--- config.mk ---
export PLATFORM = sky130hd
export DESIGN_NAME = spi_boot_ctrl
export DESIGN_NICKNAME = d
export VERILOG_FILES = /design/src/rtl/spi_boot_pkg.sv /design/src/rtl/boot_resp_table.sv /design/src/rtl/boot_addr_check.sv /design/src/rtl/boot_flash_req.sv /design/src/rtl/spi_boot_ctrl.sv
export SDC_FILE = /design/constraint.sdc
export NUM_CORES = 1
export LEC_CHECK = 0
export ABC_CLOCK_PERIOD_IN_PS = 4500
export BUFFER_PORTS_ARGS = -buffer_cell sky130_fd_sc_hd__buf_2
export CAP_MARGIN = 20
export CORE_ASPECT_RATIO = 1.75
export CORE_MARGIN = 3
export CORE_UTILIZATION = 59
export DETAILED_ROUTE_END_ITERATION = 10
export PLACE_DENSITY = 0.77
export REMOVE_ABC_BUFFERS = 1
export SLEW_MARGIN = 20
export SYNTH_ARGS = -nofsm -noshare
export SYNTH_HDL_FRONTEND = slang
export SYNTH_SLANG_ARGS = --single-unit
--- constraint.sdc ---
create_clock -name clk -period 4.5 [get_ports clk]
set_input_delay 0.45 -clock clk [delete_from_list [all_inputs] [get_ports clk]]
set_output_delay 0.45 -clock clk [all_outputs]
set_load 0.03 [all_outputs]
--- src/rtl/spi_boot_pkg.sv ---
package spi_boot_pkg;

  localparam logic [7:0] OPC_STATUS = 8'h05;
  localparam logic [7:0] OPC_WREN   = 8'h06;
  localparam logic [7:0] OPC_WRDI   = 8'h04;
  localparam logic [7:0] OPC_IDENT  = 8'h9f;
  localparam logic [7:0] OPC_PTAB   = 8'h5a;
  localparam logic [7:0] OPC_PROG   = 8'h02;
  localparam logic [7:0] OPC_SECT   = 8'h20;
  localparam logic [7:0] OPC_CHIP   = 8'hc7;
  localparam logic [7:0] OPC_RESET  = 8'h99;

  typedef enum logic [1:0] {
    FOP_NONE = 2'd0,
    FOP_PROG = 2'd1,
    FOP_SECT = 2'd2,
    FOP_CHIP = 2'd3
  } fop_e;

  typedef enum logic [2:0] {
    C_OPC, C_STAT, C_IDENT, C_PTAB, C_IGN, C_PROG, C_SECT, C_CHIP
  } cmd_e;

  localparam int PTAB_LEN = 52;

  // Parameter table: header, one parameter header, then the basic table.
  function automatic logic [7:0] ptab_byte(input logic [7:0] idx,
                                           input logic [23:0] dens);
    logic [7:0] b;
    b = 8'hff;
    case (idx)
      8'd0:  b = 8'h53;
      8'd1:  b = 8'h46;
      8'd2:  b = 8'h44;
      8'd3:  b = 8'h50;
      8'd4:  b = 8'h06;
      8'd5:  b = 8'h01;
      8'd6:  b = 8'h00;
      8'd8:  b = 8'h00;
      8'd9:  b = 8'h06;
      8'd10: b = 8'h01;
      8'd11: b = 8'h09;
      8'd12: b = 8'h10;
      8'd13: b = 8'h00;
      8'd14: b = 8'h00;
      8'd16: b = 8'he5;
      8'd17: b = 8'h20;
      8'd20: b = dens[7:0];
      8'd21: b = dens[15:8];
      8'd22: b = dens[23:16];
      8'd23: b = 8'h00;
      default: b = 8'hff;
    endcase
    return b;
  endfunction

endpackage

--- src/rtl/boot_resp_table.sv ---
module boot_resp_table
  import spi_boot_pkg::*;
#(
  parameter int          IDX_W       = 24,
  parameter int          ID_CONT     = 12,
  parameter logic [7:0]  ID_MFR      = 8'hef,
  parameter logic [7:0]  ID_DENS     = 8'h14,
  parameter int          FLASH_BYTES = 1 << 20
) (
  input  logic             use_ptab,
  input  logic [IDX_W-1:0] idx,
  output logic [7:0]       resp
);
  localparam logic [23:0]      DENS_BITS = 24'(FLASH_BYTES * 8 - 1);
  localparam logic [IDX_W-1:0] CONT_L    = IDX_W'(ID_CONT);
  localparam logic [IDX_W-1:0] PLEN_L    = IDX_W'(PTAB_LEN);

  always_comb begin
    resp = 8'hff;
    if (use_ptab) begin
      if (idx < PLEN_L) resp = ptab_byte(idx[7:0], DENS_BITS);
    end else if (idx < CONT_L) begin
      resp = 8'h7f;
    end else if (idx == CONT_L) begin
      resp = ID_MFR;
    end else if (idx == CONT_L + IDX_W'(1)) begin
      resp = ID_DENS;
    end
  end
endmodule

--- src/rtl/boot_addr_check.sv ---
module boot_addr_check #(
  parameter int ADDR_W      = 24,
  parameter int FLASH_BYTES = 1 << 20
) (
  input  logic [ADDR_W-1:0] addr,
  output logic              in_range
);
  generate
    if (64'(FLASH_BYTES) >= (64'd1 << ADDR_W)) begin : g_full
      assign in_range = 1'b1;
    end else begin : g_cmp
      localparam logic [ADDR_W:0] LIMIT = (ADDR_W + 1)'(FLASH_BYTES);
      assign in_range = {1'b0, addr} < LIMIT;
    end
  endgenerate
endmodule

--- src/rtl/boot_flash_req.sv ---
module boot_flash_req
  import spi_boot_pkg::*;
#(
  parameter int ADDR_W = 24,
  parameter int DATA_W = 32
) (
  input  logic              clk,
  input  logic              rst,
  input  logic              start,
  input  fop_e              start_op,
  input  logic [ADDR_W-1:0] start_addr,
  input  logic [DATA_W-1:0] start_data,
  input  logic              fl_done,
  output logic              fl_req,
  output fop_e              fl_op,
  output logic [ADDR_W-1:0] fl_addr,
  output logic [DATA_W-1:0] fl_data,
  output logic              fin,
  output logic              fin_erase
);
  always_ff @(posedge clk) begin
    if (rst) begin
      fl_req  <= 1'b0;
      fl_op   <= FOP_NONE;
      fl_addr <= '0;
      fl_data <= '0;
    end else if (fl_req && fl_done) begin
      fl_req <= 1'b0;
      fl_op  <= FOP_NONE;
    end else if (start && !fl_req) begin
      fl_req  <= 1'b1;
      fl_op   <= start_op;
      fl_addr <= start_addr;
      fl_data <= start_data;
    end
  end

  assign fin       = fl_req && fl_done;
  assign fin_erase = fin && (fl_op == FOP_SECT || fl_op == FOP_CHIP);

  // a pending request keeps its contents until the flash reports done
  assert_req_hold_R8: assert property (@(posedge clk) disable iff (rst)
    fl_req && !fl_done |=> fl_req && $stable(fl_addr) && $stable(fl_op)
                           && $stable(fl_data));
endmodule

--- src/rtl/spi_boot_ctrl.sv ---
module spi_boot_ctrl
  import spi_boot_pkg::*;
#(
  parameter int         FLASH_BYTES = 1 << 20,
  parameter int         ADDR_BYTES  = 3,
  parameter int         PROG_BYTES  = 4,
  parameter int         ID_CONT     = 12,
  parameter logic [7:0] ID_MFR      = 8'hef,
  parameter logic [7:0] ID_DENS     = 8'h14
) (
  input  logic                    clk,
  input  logic                    rst,
  input  logic                    sel,
  input  logic                    rx_valid,
  input  logic [7:0]              rx_byte,
  output logic [7:0]              tx_byte,
  output logic                    fl_req,
  output logic [1:0]              fl_op,
  output logic [8*ADDR_BYTES-1:0] fl_addr,
  output logic [8*PROG_BYTES-1:0] fl_data,
  input  logic                    fl_done,
  output logic                    reset_req,
  output logic                    shutdown
);
  localparam int          ADDR_W = 8 * ADDR_BYTES;
  localparam int          DATA_W = 8 * PROG_BYTES;
  localparam logic [7:0]  AB     = 8'(ADDR_BYTES);

  cmd_e              cmd_q;
  logic [7:0]        cnt_q;
  logic [ADDR_W-1:0] addr_q, ptr_q;
  logic [DATA_W-1:0] dbuf_q;
  logic [7:0]        tx_q;
  logic              wel_q, phase2_q, rreq_q, shut_q;

  logic              busy, fin, fin_erase, addr_ok, ended;
  logic              cmd_full, launch, go_shut;
  fop_e              start_op, fop_w;
  logic [ADDR_W-1:0] tbl_idx;
  logic [7:0]        tbl_resp, status;

  assign ended  = rreq_q | shut_q;
  assign status = {6'b0, wel_q, busy};

  // Response byte source for identity and parameter-table reads
  assign tbl_idx = (cmd_q == C_PTAB && cnt_q == AB) ? addr_q : ptr_q;

  boot_resp_table #(
    .IDX_W(ADDR_W), .ID_CONT(ID_CONT), .ID_MFR(ID_MFR),
    .ID_DENS(ID_DENS), .FLASH_BYTES(FLASH_BYTES)
  ) u_table (
    .use_ptab(cmd_q == C_PTAB), .idx(tbl_idx), .resp(tbl_resp)
  );

  boot_addr_check #(.ADDR_W(ADDR_W), .FLASH_BYTES(FLASH_BYTES)) u_range (
    .addr(addr_q), .in_range(addr_ok)
  );

  // Execution decision at chip-select release
  always_comb begin
    cmd_full = 1'b0;
    start_op = FOP_NONE;
    case (cmd_q)
      C_CHIP: begin cmd_full = 1'b1;          start_op = FOP_CHIP; end
      C_SECT: begin cmd_full = (cnt_q >= AB); start_op = FOP_SECT; end
      C_PROG: begin cmd_full = (cnt_q > AB);  start_op = FOP_PROG; end
      default: ;
    endcase
  end

  assign launch  = !sel && cmd_full && !ended && (addr_ok || cmd_q == C_CHIP);
  assign go_shut = !sel && cmd_full && !ended && !addr_ok && cmd_q != C_CHIP;

  boot_flash_req #(.ADDR_W(ADDR_W), .DATA_W(DATA_W)) u_req (
    .clk(clk), .rst(rst), .start(launch), .start_op(start_op),
    .start_addr(cmd_q == C_CHIP ? '0 : addr_q), .start_data(dbuf_q),
    .fl_done(fl_done), .fl_req(busy), .fl_op(fop_w), .fl_addr(fl_addr),
    .fl_data(fl_data), .fin(fin), .fin_erase(fin_erase)
  );

  assign fl_req = busy;
  assign fl_op  = fop_w;

  always_ff @(posedge clk) begin
    if (rst) begin
      cmd_q    <= C_OPC;
      cnt_q    <= '0;
      addr_q   <= '0;
      ptr_q    <= '0;
      dbuf_q   <= '1;
      tx_q     <= 8'hff;
      wel_q    <= 1'b0;
      phase2_q <= 1'b0;
      rreq_q   <= 1'b0;
      shut_q   <= 1'b0;
    end else begin
      if (!sel) begin
        cmd_q  <= C_OPC;
        cnt_q  <= '0;
        ptr_q  <= '0;
        dbuf_q <= '1;
        tx_q   <= 8'hff;
        if (go_shut) shut_q <= 1'b1;
      end else if (rx_valid) begin
        if (cmd_q == C_OPC) begin
          cnt_q <= '0;
          tx_q  <= 8'hff;
          cmd_q <= C_IGN;
          if (!ended) begin
            if (rx_byte == OPC_STATUS) begin
              cmd_q <= C_STAT;
              tx_q  <= status;
            end else if (rx_byte == OPC_RESET) begin
              rreq_q <= 1'b1;
            end else if (!busy) begin
              case (rx_byte)
                OPC_WREN:  wel_q <= 1'b1;
                OPC_WRDI:  wel_q <= 1'b0;
                OPC_IDENT: begin
                  cmd_q <= C_IDENT;
                  tx_q  <= tbl_resp;
                  ptr_q <= ADDR_W'(1);
                end
                OPC_PTAB:  cmd_q <= C_PTAB;
                OPC_PROG:  if (phase2_q && wel_q) cmd_q <= C_PROG;
                OPC_SECT:  if (wel_q) cmd_q <= C_SECT;
                OPC_CHIP:  if (wel_q) cmd_q <= C_CHIP;
                default: ;
              endcase
            end
          end
        end else begin
          if (cnt_q != '1) cnt_q <= cnt_q + 8'd1;
          case (cmd_q)
            C_STAT: tx_q <= status;
            C_IDENT: begin
              tx_q  <= tbl_resp;
              ptr_q <= ptr_q + ADDR_W'(1);
            end
            C_PTAB: begin
              if (cnt_q < AB) begin
                addr_q <= {addr_q[ADDR_W-9:0], rx_byte};
              end else if (cnt_q == AB) begin
                tx_q  <= tbl_resp;
                ptr_q <= addr_q + ADDR_W'(1);
              end else begin
                tx_q  <= tbl_resp;
                ptr_q <= ptr_q + ADDR_W'(1);
              end
            end
            C_SECT: if (cnt_q < AB) addr_q <= {addr_q[ADDR_W-9:0], rx_byte};
            C_PROG: begin
              if (cnt_q < AB) addr_q <= {addr_q[ADDR_W-9:0], rx_byte};
              for (int i = 0; i < PROG_BYTES; i++)
                if (cnt_q == AB + 8'(i)) dbuf_q[i*8 +: 8] <= rx_byte;
            end
            default: ;
          endcase
        end
      end
      if (ended) tx_q <= 8'hff;
      if (fin) wel_q <= 1'b0;
      if (fin_erase) phase2_q <= 1'b1;
    end
  end

  assign tx_byte   = tx_q;
  assign reset_req = rreq_q;
  assign shutdown  = shut_q;

  // nothing is driven while the frame is closed
  assert_idle_tx_R6: assert property (@(posedge clk) disable iff (rst)
    !sel |=> tx_byte == 8'hff);
  // a program request only ever starts in the second phase
  assert_prog_phase_R7: assert property (@(posedge clk) disable iff (rst)
    $rose(fl_req) && fl_op == 2'd1 |-> phase2_q);
  // WEL is gone after a finished request
  assert_wel_clear_R8: assert property (@(posedge clk) disable iff (rst)
    fl_req && fl_done |=> !wel_q);
  // reset request is sticky and silences the output
  assert_rreq_sticky_R11: assert property (@(posedge clk) disable iff (rst)
    reset_req |=> reset_req);
  assert_ended_tx_R11: assert property (@(posedge clk) disable iff (rst)
    reset_req || shutdown |=> tx_byte == 8'hff);
  // shutdown is sticky, and no addressed request leaves the flash range
  assert_shut_sticky_R12: assert property (@(posedge clk) disable iff (rst)
    shutdown |=> shutdown);
  assert_range_R12: assert property (@(posedge clk) disable iff (rst)
    $rose(fl_req) && fl_op != 2'd3 |-> 64'(fl_addr) < 64'(FLASH_BYTES));
  // WEL cannot move while a request waits
  assert_busy_wel_R14: assert property (@(posedge clk) disable iff (rst)
    fl_req && !fl_done |=> $stable(wel_q));
endmodule

# Word-level counts from Yosys, hierarchy flattened
# Memories as Yosys holds them, arrays and structs flattened.
# Cells that the tools add are included.
# totals
reg_bits	162
mem_bits_ro	256
in_bits	13
out_inout_bits	69
mem_count	1
# classes
addsub	3
n_lt_le_gt_ge	6
n_eq_ne	31
muxes	37
bitwise_logic	8
n_reduce_logical	39
# memory_table
memory	depth	word_bits	read_ports	rd_ports_with_merged_regs	wr	line_no	text
(name not given)	32	8	1	0	0	spi_boot_pkg.sv:31	case (idx)
# ops
operator	n
$mux W24	10
$mux W8	14
$add A24 B1 Y24 const B	2
$eq A24 B4 Y1 const B	2
$eq A8 B3 Y1 const B	6
$pmux W24 S2	1
$eq A8 B8 Y1 const B	3
$lt A24 B21 Y1 const B	1
$lt A24 B4 Y1 const B	1
$lt A24 B6 Y1 const B	1
$pmux W8 S3	1
$eq A8 B2 Y1 const B	2
$reduce_and A4 Y1	4
$reduce_and A8 Y1	2
$pmux W3 S5	1
$mux W3	4
$logic_and A1 B1 Y1	10
$eq A3 B3 Y1 const B	3
$add A8 B1 Y8 const B	1
$eq A8 B6 Y1 const B	1
$eq A8 B7 Y1 const B	1
$ge A8 B2 Y1 const B	1
$gt A8 B2 Y1 const B	1
$lt A8 B2 Y1 const B	1
other kinds (26)	50

# Depth between registers and ports, before layout
# Gate-level depths: netlist (run 1).
# logic_depth
word_depth	13
depth_mapped	14

# Hierarchy
# From an unflattened synthesis (run 1), not the netlist that was laid out.
# hier_totals
cells_unflattened	1092
hier_area_um2	8405.6
# modules_own_cells
mod	n_inst	cells_each	area_each_um2	seq_area_each_um2
spi_boot_ctrl	1	765	5813.1	2062.0
boot_flash_req	1	259	2078.2	1181.1
boot_resp_table	1	67	501.7	0.0
boot_addr_check	1	1	12.5	0.0

# Worst setup path after synthesis (run 1)
# Ideal clock, no wire load.
# synth_path
kind	reg-to-reg
from	reg cnt_q[0]
to	reg tx_q[0] (netlist: tx_byte[0])
setup_ns	0.120
arrival_ns	3.256
setup_slack_ns	1.124
path_stages_with_launch	14
cell_sequence	dfxtp_1 -> ha_1 -> nor3b_2 -> nand3_2 -> buf_6 -> clkbuf_1 -> clkbuf_1 -> mux2i_1 -> inv_1 -> ha_1 -> a211oi_1 -> o21ai_0 -> a311o_1 -> a211o_1
# synth_via
elab_chain_cells	13
# synth_lines
item	line_no	text
start, declared	spi_boot_ctrl.sv:30	logic [7:0] cnt_q;
start signal, assigned	spi_boot_ctrl.sv:133	if (cnt_q != '1) cnt_q <= cnt_q + 8'd1;
branches (longest 13 deep; another with $lt A24 B4 Y1)	--	
end signal, assigned	spi_boot_ctrl.sv:112	tx_q <= status;
end signal, assigned	spi_boot_ctrl.sv:121	tx_q <= tbl_resp;
end signal, assigned	spi_boot_ctrl.sv:135	C_STAT: tx_q <= status;
end, declared	spi_boot_ctrl.sv:33	logic [7:0] tx_q;
# Several ways; the timed one is not identified. The select of a mux whose other input is x is not followed.
# A chain may end at the register's enable or synchronous reset.

# Worst setup path in the final report (run 1)
# layout_path
from	reg cnt_q[1]
to	reg tx_q[0] (netlist: tx_byte[0])
# The elaborated chain is that of the path after synthesis.

==> results.md, run 1 <==
- The type of element capturing the critical path is a register.
- After detailed routing, the total wire length is 22900 um.
- STA classifies the critical path startpoint as a register.
- The routed layout has 7800 vias.
- The post-synthesis to final-layout area growth is 12.1%.
- For this run, design rule violations remaining after detail routing come to 0.
- The cell type with the largest total area after synthesis is sky130_fd_sc_hd__dfxtp_1.
- The quantity of gates resized following cts is 0.
- The largest vdd supply drop is 0.281 mV.
- The floorplan die width is 95.2 um.
- The routed design could run at a clock period as short as 3390 ps.
- In the post-synthesis netlist, the biggest area contributors are sky130_fd_sc_hd__dfxtp_1 39%, sky130_fd_sc_hd__nand2_1 7.8%, sky130_fd_sc_hd__nand3_1 6.4%.
- Based on the critical path, the design can be clocked at up to ~0.29 GHz.
- After floorplanning, the core was sized to cover 13500 sq um.
- For this design the top-level I/O count stands at around 80.
- The startpoint of the most critical setup path is cnt_q[1].
- After synthesis, the netlist uses 69 different library cells.
- Together, buffers and inverters on the worst path number 2.
- The TritonCTS clock tree is built.
- The placed wire-length estimate after detailed placement is 15900 um.
- The transition time of the tightest slew-check pin is between 800 and 900 ps.
- The clock slew seen by the registers of the worst setup and hold paths is ~80 ps.
- The finished layout holds 1257 standard cells, fillers aside.
- In the final routed layout, each cell accounts on average for 18.2 um.
- The leading register cell type out of synthesis is sky130_fd_sc_hd__dfxtp_1.
- For this design the static power due to leakage is about 3.8 nW.
- Setup repair after global routing left no endpoint under its margin.
- In this design, the critical path's most frequently occurring cell is sky130_fd_sc_hd__ha_1.
- The proportion of synthesized chip area in sequential cells is 0.395.
- The multi-input combinational cells in the finished layout cover a total of 4570 sq um.
- The number of optimization iterations in the first detailed-route pass is 5.
- The share of the synthesized area in the top cell type is 0.395.
- The overall die area is 15400 sq um.
- Setup violations remaining at the end of the flow were counted as 0.
- The max-cap violation count is 0.
- Along the worst path, the maximum fanout reaches 17.
- The count of state elements after synthesis is 162.
- In this run the critical register-to-register path is launched from cnt_q[1].
- The number of vias per cell is 6.21.
- The largest net degree at the start of global routing is 82.
- Counting along the longest clock path gives a buffer depth of 2.
- The critical path depth in cells is 11.
- At the later pin of the worst-skew pair, clock insertion delay measures 430 ps.
- The portion of the clock cycle consumed by the worst path in the final layout is 0.754.
- The total of fill cells in the finished design is roughly 1200.
- The global router's overall resource usage is 0.305.
- The flow ran to the end, and the final reports show no timing, DRC or antenna violations.
- Row generation in the floorplan step produced 56 rows.
- The total overflow left after global routing is 0.
- The number of antenna repair diodes is 0.
- The number of synthesized flops with an enable pin is 0.
- Counting the buffers created by CTS gives 17.
- The number of pins with negative max-slew slack in the final report is 0.
- The post-CTS setup-driven buffer insertion count is 0.
- The capture endpoint of the worst hold path is phase2_q.
- The total power density per cell area is 329 nW/um^2.
- The die is 162 um tall.
- The post-cts hold buffer count is 0.
- The signal on the critical path passes through ha_1 > nor3b_2 > nand3_2 > buf_4 > mux2i_1 > inv_1 > ha_1 > a211oi_1 > o21ai_0 > a311o_1 > a211o_1.
- The number of cells on the worst hold path is 3.
- The critical hold path startpoint is fl_done.
- The number of clock sinks seen by CTS is 162.
- In the layout the commonest cells are 171 x sky130_fd_sc_hd__nand2_1, 162 x sky130_fd_sc_hd__dfxtp_1, 105 x sky130_fd_sc_hd__nand3_1, 88 x sky130_fd_sc_hd__a21oi_1, 81 x sky130_fd_sc_hd__buf_2.
- The post-synthesis async set-or-reset flop share is 0.
- The clock tree synthesis step divided the H-tree into 4 levels.
- The depth of the worst register-to-register path is 11.
- Routability-driven placement finished with a final weighted congestion of 0.978.
- Synthesis handed over a netlist of 1040 instances.
- Data arrives at the worst endpoint at 3710 ps.
- The register-to-register path setup slack is 1110 ps.
- For this run, the slowest stage of the critical path takes 470 ps.
- The warning count from the yosys run is 0.
- For the final routed database, the setup TNS stands at 0 ps.
- The slowest library cell on the worst path is sky130_fd_sc_hd__nor3b_2.
- The number of antenna violations at the first check in global routing was 0.
- On the final layout, the worst clock skew is 13.5 ps.
- The leading cell type in the layout, fill and taps excluded is sky130_fd_sc_hd__nand2_1.
- The cell family with the largest share of critical-path delay is compound AO/OA/AOI/OAI gates.
- The number of global-route vias before repair is 7697.
- The type of the worst setup path is register to register.
- The sequential cell area is 3240 sq um.
- The share of cells above drive strength 1 is 0.139.
- Counting tap cells, the placed design contains a total of 1225 instances.
- The worst endpoint required time is 4820 ps.
- The violation count after the first detailed-routing iteration is 489.
- The worst hold path class is primary input to register.
- The wire length of the first global-routing pass is 37500 um.
- The cell area after synthesis is 8210 sq um.
- The initial standard-cell utilization of the core is 0.607.
- The clock tree root buffer cell is sky130_fd_sc_hd__clkbuf_16.
- In this run the critical register-to-register path is captured at tx_byte[0].
- The post-synthesis area per instance is 7.90 sq um.
- The remaining max-slew budget at the tightest pin is 0.439.
- The number of hold violations in the final report is 0.
- The number of buffers added on ports is 81.
- The count of antenna-violating nets left after detailed routing is 0.
- The post-layout net count is 1094.
-- flip-flops by register name, indices dropped and copies added, names as in the netlist, 2 cells and up --
signal,count
u_req.fl_data,32
u_req.fl_addr,24
cmd_q,3
cnt_q,8
tx_byte,8
u_req.fl_op,2
addr_q,24
dbuf_q,32
ptr_q,24
-- worst max-delay path by stage --
| stage | to | slack (ps) |
|---|---|---|
| 2_1_floorplan | tx_byte[0] | 710 |
| 3_3_place_gp | tx_byte[0] | 1330 |
| 3_5_place_dp | tx_byte[0] | 1170 |
| 4_1_cts | tx_byte[0] | 1140 |
| 5_1_grt | tx_byte[0] | 830 |
| 6_report | tx_byte[0] | 1110 |
-- synth_stat cells (all sizes together) (3+ instances only) --
master,number
a211o,3
a211oi,6
a21o,6
a21oi,88
a22oi,5
a311oi,3
a31oi,6
a41oi,3
and2,12
and3,10
and4,8
buf,25
clkbuf,58
dfxtp,162
ha,11
inv,13
mux2,3
mux2i,40
nand2,171
nand2b,8
nand3,106
nand4,20
nor2,76
nor2b,9
nor3,25
nor4,18
nor4b,4
o211ai,12
o21a,5
o21ai,25
o31ai,4
or2,7
or3,4
or4,4
xnor2,20
xor2,25
-- per-stage QoR --
step                setup slack [ps]  total power, mW  instance area, sq um  hold slack [ps]   util
detailed placement              1170             1.57                  8580              443  0.634
global placement                1330             1.57                  8580              436  0.634
finish                          1110             3.03                  9210              310  0.681
global route                     831             3.11                  9210              315  0.681
floorplan                        709             1.52                  7840              425      -
CTS                             1140             3.04                  9200              299  0.681
-- logic make-up after synthesis --
logic type,count (synthesis),synth area share
compound gates,190,0.145
xor+xnor,45,0.0480
buf+inv,96,0.0515
fa+ha+maj,11,0.0168
mux,43,0.0529
flops,162,0.395
simple gates,493,0.291
-- per-layer routing --
| layer | GRT usage | share of wire |
|---|---|---|
| met3 | 0.0524 | 0.059 |
| met5 | 0 | 0 |
| met2 | 0.539 | 0.52 |
| met1 | 0.337 | 0.38 |
| met4 | 0.170 | 0.050 |
-- layout make-up --
class | instances | share of cell area
multi-input cells | 782 | 0.496
inverters | 13 | 0.00530
well taps | 174 | 0.0236
flip-flops and latches | 162 | 0.352
clock inverters | 15 | 0.0220
clock buffers | 17 | 0.0462
repair buffers | 94 | 0.0546
-- tightest hold or removal path: stages --
cell and delay [ps]:
sky130_fd_sc_hd__buf_2 90, sky130_fd_sc_hd__a31oi_1 80, sky130_fd_sc_hd__nor2_1 80
-- power breakdown --
group          leakage, nW  total, mW  internal, mW  switching, mW
Clock                0.298       1.49         0.763          0.726
Sequential            1.31       1.44          1.44        0.00363
Combinational         2.24      0.105        0.0288         0.0764
Total                 3.84       3.03          2.23          0.806
No activity file was read; power rests on OpenSTA's default activity.
==> run 2: changes to the inputs <==
--- a/config.mk
+++ b/config.mk
@@ -5,7 +5,7 @@
 export SDC_FILE = /design/constraint.sdc
 export NUM_CORES = 1
 export LEC_CHECK = 0
-export ABC_CLOCK_PERIOD_IN_PS = 4500
+export ABC_CLOCK_PERIOD_IN_PS = 3300
 export BUFFER_PORTS_ARGS = -buffer_cell sky130_fd_sc_hd__buf_2
 export CAP_MARGIN = 20
 export CORE_ASPECT_RATIO = 1.75
==> constraint.sdc (replaced) <==
create_clock -name clk -period 3.3 [get_ports clk]
set_input_delay 0.33 -clock clk [delete_from_list [all_inputs] [get_ports clk]]
set_output_delay 0.33 -clock clk [all_outputs]
set_load 0.03 [all_outputs]
==> run 2 against run 1 <==
Count of clock-buffer cells in the layout stayed put. Wire length is 3.3% higher. Clock skew is 3.2 ps lower. Via count hardly changed. Die area stayed put. Combinational power is 43% higher. Maximum frequency is 12% higher. Non-clock buffer count is 8 higher. Global-route usage is 0.53 points higher. First-iteration DRC count is 13% higher. Critical path type unchanged.
==> results.md, run 2 (synthesized netlist as in run 1, its figures left out) <==
- The post-CTS setup-driven buffer insertion count is 0 (unchanged).
- The placed wire-length estimate after detailed placement came to 16400 um (+2.9%).
- The internal power component is 3.11 mW (+39%).
- The routability congestion estimate is 0.974 (-0.47%).
- The buffer levels on the longest clock path came to 2 (unchanged).
- The most critical setup path has its startpoint at cnt_q[0].
- The clock tree root buffer cell is sky130_fd_sc_hd__clkbuf_16.
- The register-to-register path setup slack is 270 ps (-840 ps).
- The share of cells above drive strength 1 is 0.145 (+0.00632).
- Setup repair after global routing left no endpoint under its margin.
- The largest registers in the layout are dbuf_q x32, u_req.fl_data x32.
- The initial standard-cell utilization of the core was 0.607 (unchanged).
- The total leakage power is 3.88 nW (+1.1%).
- The post-layout net count is 1102 (+0.73%).
- The sum of internal, switching and leakage power came to 4.21 mW (+39%).
- The sum of routed wire length over all layers is 23700 um (+3.3%).
- The depth of the worst register-to-register path came to 10 (-1).
- The max-cap violation count was 0 (unchanged).
- The global router's overall resource usage came to 0.311 (+0.00535).
- The transition time of the tightest slew-check pin was 830 ps (-0.722 ps).
- The startpoint identified for the worst register-to-register timing path is cnt_q[0].
- Compared with the post-synthesis result, the final layout area differs by 13.1%.
- The total CTS buffers is 17 (unchanged).
- The critical register-to-register path endpoint is tx_byte[0].
- The final routed wire length divided by cell count is 18.7 um (+2.7%).
- The portion of total power attributed to combinational logic came to 0.036 (about the same).
- The number of antenna violations at the first check in global routing is 0 (unchanged).
- The data arrival time of the worst path came to 3360 ps (-350 ps).
- The overall die area is 15400 sq um (unchanged).
- The clock slew seen by the registers of the worst setup and hold paths is 70 ps (about the same).
- The remaining max-slew budget at the tightest pin is 0.447 (+0.00778).
- The portion of the clock cycle consumed by the worst path in the final layout was 0.919 (+0.165).
- The critical-path maximum fanout is 7 (-10).
- The area of the core came to 13500 sq um (unchanged).
- The TritonCTS clock tree is built.
- The worst setup path is launched from a register.
- The violation count after the first detailed-routing iteration is 554 (+13%).
- The clock network fraction of design power is 0.498 (+0.007).
- The depth of the CTS H-tree is 4 (unchanged).
- The number of global-route vias before repair was 7649 (-0.62%).
- The largest net degree at the start of global routing is 82 (unchanged).
- The clock latency reported for the late side of the worst-skew pair is 430 ps (about the same).
- The number of buffers added on ports was 81 (unchanged).
- The number of antenna repair diodes is 0 (unchanged).
- The sum of overflow across all layers after global routing is 0 (unchanged).
- The proportion of power drawn by flip-flops and latches was 0.466 (-0.008).
- The final hold slack is 169 ps (-141 ps).
- The wire length of the first global-routing pass was 37900 um (+1.0%).
- The worst endpoint required time is 3620 ps (-1200 ps).
- The number of pins with negative max-slew slack in the final report is 0 (unchanged).
- The capture endpoint of the worst hold path is phase2_q.
- The critical hold path startpoint is fl_done.
- The switching share of power is 0.262 (-0.00382).
- The top cell types in the final layout, fill and taps aside, are 171 x sky130_fd_sc_hd__nand2_1, 162 x sky130_fd_sc_hd__dfxtp_1, 105 x sky130_fd_sc_hd__nand3_1, 88 x sky130_fd_sc_hd__a21oi_1, 81 x sky130_fd_sc_hd__buf_2.
- The total power density per cell area was 453 nW/um^2 (+38%).
- The highest achievable clock rate is 0.330 GHz (+12%).
- The setup violation total in the final timing report is 0 (unchanged).
- The number of optimization iterations in the first detailed-route pass is 5 (unchanged).
- The largest vdd supply drop was 0.411 mV (+46%).
- The clock tree skew after final layout is 10.3 ps (-3.20 ps).
- The worst hold path class is primary input to register.
- The final core utilization came to 0.687 (+0.00583).
- The leading cell type in the layout, fill and taps excluded is sky130_fd_sc_hd__nand2_1.
- The type of element capturing the critical path is a register.
- The number of hold violations in the final report is 0 (unchanged).
- The minimum clock period after layout is 3030 ps (-360 ps).
- The count of antenna-violating nets left after detailed routing is 0 (unchanged).
- The number of cells on the worst hold path was 3 (unchanged).
- The switching power total is 1.10 mW (+37%).
- The number of clock sinks seen by CTS is 162 (unchanged).
- The placement row count is 56 (unchanged).
- The floorplan die width is 95.2 um (unchanged).
- The total negative slack for setup checks is 0 ps (unchanged).
- The number of top-level design ports is 82 (unchanged).
- The count of vias placed by the detailed router is 7804 (+0.051%).
- The number of vias per cell is 6.17 (-0.58%).
- The DRC violation count after routing is 0 (unchanged).
- The worst setup path is of the register to register kind.
- The flow ran to the end, and the final reports show no timing, DRC or antenna violations.
- The post-cts hold buffer count is 0 (unchanged).
- The quantity of gates resized following cts is 0 (unchanged).
- The height of the chip is 162 um (unchanged).
==> run 2: through the flow <==
stage | cell area, sq um | setup slack, ps | cells
2_1_floorplan | 7840 | -491 | 957
4_1_cts | 9290 | 294 | 1265
3_5_place_dp | 8660 | 301 | 1233
5_1_grt | 9290 | 130 | 1265
6_report | 9290 | 267 | 1265
3_3_place_gp | 8660 | 395 | 1233
==> run 2: cell type report <==
class | instances | area (sq um)
multi-input combinational | 782 | 4560
fill | 1163 | 4240
inverter | 13 | 48.8
tap | 174 | 218
timing repair buffer | 102 | 588
sequential | 162 | 3240
clock inverter | 15 | 206
clock buffer | 17 | 425
==> run 2: worst max-delay path, cell delays in order (launching register included) <==
cell,delay [ps]
sky130_fd_sc_hd__dfxtp_1,410
sky130_fd_sc_hd__ha_1,300
sky130_fd_sc_hd__nor3b_2,260
sky130_fd_sc_hd__nand3_2,170
sky130_fd_sc_hd__mux2i_1,360
sky130_fd_sc_hd__inv_1,110
sky130_fd_sc_hd__ha_1,280
sky130_fd_sc_hd__a211oi_1,280
sky130_fd_sc_hd__o21ai_0,150
sky130_fd_sc_hd__a311o_1,330
sky130_fd_sc_hd__a211o_1,280
==> run 2: worst max path at each step <==
stage / endpoint / slack, ps
finish: tx_byte[0] / 270
global route: tx_byte[0] / 130
detailed placement: tx_byte[0] / 300
floorplan: tx_byte[0] / -490
global placement: tx_byte[0] / 400
CTS: tx_byte[0] / 290
==> run 2: metal layers <==
layer  vias to the layer above  wire, um  GRT usage
met5                         -         0          0
met4                         0      1240      0.179
met3                        99      1400     0.0547
met2                       315     12300      0.542
met1                      3660      8790      0.345
li1                       3730         -          -
==> run 2: power by group through the flow <==
| stage | sequential, mW | combinational, mW | clock [mW] |
|---|---|---|---|
| 6_report | 1.96 | 0.150 | 2.10 |
| 2_1_floorplan | 2.01 | 0.0622 | 0 |
| 4_1_cts | 1.96 | 0.147 | 2.10 |
| 3_5_place_dp | 2.01 | 0.146 | 0 |
| 5_1_grt | 1.96 | 0.161 | 2.18 |
| 3_3_place_gp | 2.01 | 0.146 | 0 |
==> run 3: changes to the inputs <==
--- a/config.mk
+++ b/config.mk
@@ -8,9 +8,11 @@
 export ABC_CLOCK_PERIOD_IN_PS = 3300
 export BUFFER_PORTS_ARGS = -buffer_cell sky130_fd_sc_hd__buf_2
 export CAP_MARGIN = 20
+export CELL_PAD_IN_SITES_DETAIL_PLACEMENT = 2
+export CELL_PAD_IN_SITES_GLOBAL_PLACEMENT = 2
 export CORE_ASPECT_RATIO = 1.75
 export CORE_MARGIN = 3
-export CORE_UTILIZATION = 59
+export CORE_UTILIZATION = 35
 export DETAILED_ROUTE_END_ITERATION = 10
 export PLACE_DENSITY = 0.77
 export REMOVE_ABC_BUFFERS = 1
==> run 3 against run 2 <==
Clock skew down 2.4 ps. Design area rose by 2.2%. Critical path type unchanged. Via count up 2.0%. First-iteration DRC count down 42%.
==> results.md, run 3 (synthesized netlist as in run 1, its figures left out) <==
- The largest net degree at the start of global routing was 56 (-32%).
- The cell area after layout is 9490 sq um (+2.2%).
- The leading cell type in the layout, fill and taps excluded is sky130_fd_sc_hd__nand2_1.
- The sum of routed wire length over all layers is 30200 um (+27%).
- Among cell families on the critical path, the largest total delay comes from compound AO/OA/AOI/OAI gates.
- The library cells used most frequently in the layout, excluding fill and tap cells, are 171 x sky130_fd_sc_hd__nand2_1, 162 x sky130_fd_sc_hd__dfxtp_1, 105 x sky130_fd_sc_hd__nand3_1, 88 x sky130_fd_sc_hd__a21oi_1, 81 x sky130_fd_sc_hd__buf_2.
- The number of global-route vias before repair came to 8755 (+14%).
- The highest achievable clock rate was 0.332 GHz (+0.77%).
- Setup repair after global routing left no endpoint under its margin.
- The critical-path maximum fanout was 7 (unchanged).
- The share of cells above drive strength 1 is 0.150 (+0.00559).
- The post-layout net count was 1108 (+0.54%).
- The portion of the clock cycle consumed by the worst path in the final layout is 0.912 (-0.00703).
- The height of the chip is 209 um (+29%).
- The number of optimization iterations in the first detailed-route pass is 4 (-1).
- The number of buffers and inverters on the critical path is 1 (unchanged).
- The largest registers in the layout are dbuf_q x32, u_req.fl_data x32.
- The total CTS buffers is 17 (unchanged).
- The number of antenna violations at the first check in global routing was 0 (unchanged).
- The area occupied by multi-input gates is 4560 sq um (+0.14%).
- The TritonCTS clock tree is built.
- The total power density per cell area is 450 nW/um^2 (-0.54%).
- The largest vdd supply drop is 0.383 mV (-6.7%).
- The clock tree root buffer cell is sky130_fd_sc_hd__clkbuf_16.
- Traced cell by cell, the critical path runs through ha_2 > nor3b_2 > nand3_2 > mux2i_2 > inv_1 > ha_1 > a211oi_1 > o21ai_0 > a311o_1 > a211o_1.
- The DRC violation count after routing was 0 (unchanged).
- The violation count after the first detailed-routing iteration came to 320 (-42%).
- The post-CTS setup-driven buffer insertion count was 0 (unchanged).
- The post-cts hold buffer count came to 0 (unchanged).
- The data arrival time of the worst path is 3350 ps (about the same).
- The final hold slack is 177 ps (+7.55 ps).
- The setup path with the least slack is of type register to register.
- STA classifies the critical path startpoint as a register.
- The number of vias per cell is 5.70 (-7.7%).
- The sequential cell area is 3240 sq um (unchanged).
- The final routed wire length divided by cell count is 21.6 um (+15%).
- The global router's overall resource usage is 0.244 (-0.0667).
- The worst endpoint required time was 3640 ps (+20 ps).
- The minimum clock period after layout is 3010 ps (-23.2 ps).
- The clock tree skew after final layout was 7.92 ps (-2.41 ps).
- The transition time of the tightest slew-check pin is 875 ps (+44.4 ps).
- The post-synthesis to final-layout area growth is 15.6%.
- The number of hold violations in the final report is 0 (unchanged).
- The slowest library cell on the worst path is sky130_fd_sc_hd__dfxtp_1.
- The buffer levels on the longest clock path is 2 (unchanged).
- The floorplan die width was 122 um (+28%).
- The count of antenna-violating nets left after detailed routing is 0 (unchanged).
- The instance area after placement came to 8860 sq um (+2.3%).
- The total of fill cells in the finished design is 2623 (+130%).
- The number of buffers added on ports is 81 (unchanged).
- The wire length of the first global-routing pass was 48800 um (+29%).
- The type of element capturing the critical path is a register.
- The setup violation total in the final timing report came to 0 (unchanged).
- The total leakage power is 3.91 nW (+0.69%).
- The remaining max-slew budget at the tightest pin is 0.409 (-0.0373).
- The worst hold path belongs to the class primary input to register.
- The number of antenna repair diodes is 0 (unchanged).
- The max-cap violation count is 0 (unchanged).
- The overall die area is 25400 sq um (+65%).
- The clock latency reported for the late side of the worst-skew pair is 450 ps (+20 ps).
- The area of the core was 22900 sq um (+70%).
- The routability congestion estimate is 0.914 (-6.1%).
- The number of clock sinks seen by CTS is 162 (unchanged).
- The count of vias placed by the detailed router is 7957 (+2.0%).
- The placed wire-length estimate after detailed placement came to 21600 um (+32%).
- The placement row count came to 73 (+30%).
- The clock slew seen by the registers of the worst setup and hold paths is 70 ps (about the same).
- The initial standard-cell utilization of the core was 0.358 (-0.249).
- The run finished with clean final reports.
- The depth of the CTS H-tree came to 4 (unchanged).
- The number of pins with negative max-slew slack in the final report is 0 (unchanged).
- The maximum single-stage delay on the critical path is 420 ps (about the same).
- The number of top-level design ports came to 82 (unchanged).
- The sum of overflow across all layers after global routing is 0 (unchanged).
run 3: changes by cell type in the layout (fill, tap and decap cells not counted), sizes merged:
cell,delta
buf,+6
clkbuf,+3
bufinv,+2
clkinv,-2
inv,-2
clkinvlp,-1
run 3: cell type report:
class / count / area share
multi-input combinational: 782 / 0.481
tap: 300 / 0.0396
clock buffer: 20 / 0.0481
inverter: 13 / 0.00514
timing repair buffer: 108 / 0.0667
clock inverter: 12 / 0.0177
sequential: 162 / 0.342
run 3: what timing repair did:
item	CTS	global route
resized for setup	0	2
endpoints found under the setup margin	0	1
endpoints found under the hold margin	0	0
run 3: path summary, 6_finish.rpt:
path              cells after the start         startpoint           endpoint  slack, ps
setup / recovery                     10           cnt_q[0]         tx_byte[0]        290
hold / removal                        3            fl_done           phase2_q        180
setup reg to reg                     10           cnt_q[0]         tx_byte[0]        290
hold reg to reg                       1  u_req.fl_addr[23]  u_req.fl_addr[23]        450
run 3: stage by stage:
stage          setup WS (ps)   util  total power [mW]  cells  TNS [ps]
6_report                 291  0.414              4.27   1397         0
5_1_grt                 13.1  0.414              4.42   1397         0
4_1_cts                  174  0.414              4.32   1397         0
3_5_place_dp             215  0.386              2.17   1365         0
3_3_place_gp             394  0.386              2.16   1365         0
2_1_floorplan           -491      -              2.07    957    -13770
run 3: per-layer routing:
layer / routed length (um) / global-route usage / up-vias
met5: 0 / 0 / -
met4: 870 / 0.0859 / 0
met3: 899 / 0.0444 / 53
met2: 16900 / 0.464 / 150
met1: 11500 / 0.264 / 4002
li1: - / - / 3752
run 3: worst register-to-register path: stages (launching register included):
cell and delay, ps:
sky130_fd_sc_hd__dfxtp_1 420, sky130_fd_sc_hd__ha_2 280, sky130_fd_sc_hd__nor3b_2 260, sky130_fd_sc_hd__nand3_2 210, sky130_fd_sc_hd__mux2i_2 350, sky130_fd_sc_hd__inv_1 110
sky130_fd_sc_hd__ha_1 290, sky130_fd_sc_hd__a211oi_1 260, sky130_fd_sc_hd__o21ai_0 130, sky130_fd_sc_hd__a311o_1 320, sky130_fd_sc_hd__a211o_1 280
run 3: power by group:
| group | switching [mW] | internal [mW] |
|---|---|---|
| registers | 0.00273 | 1.96 |
| clock network | 0.903 | 1.25 |
| logic | 0.120 | 0.0419 |
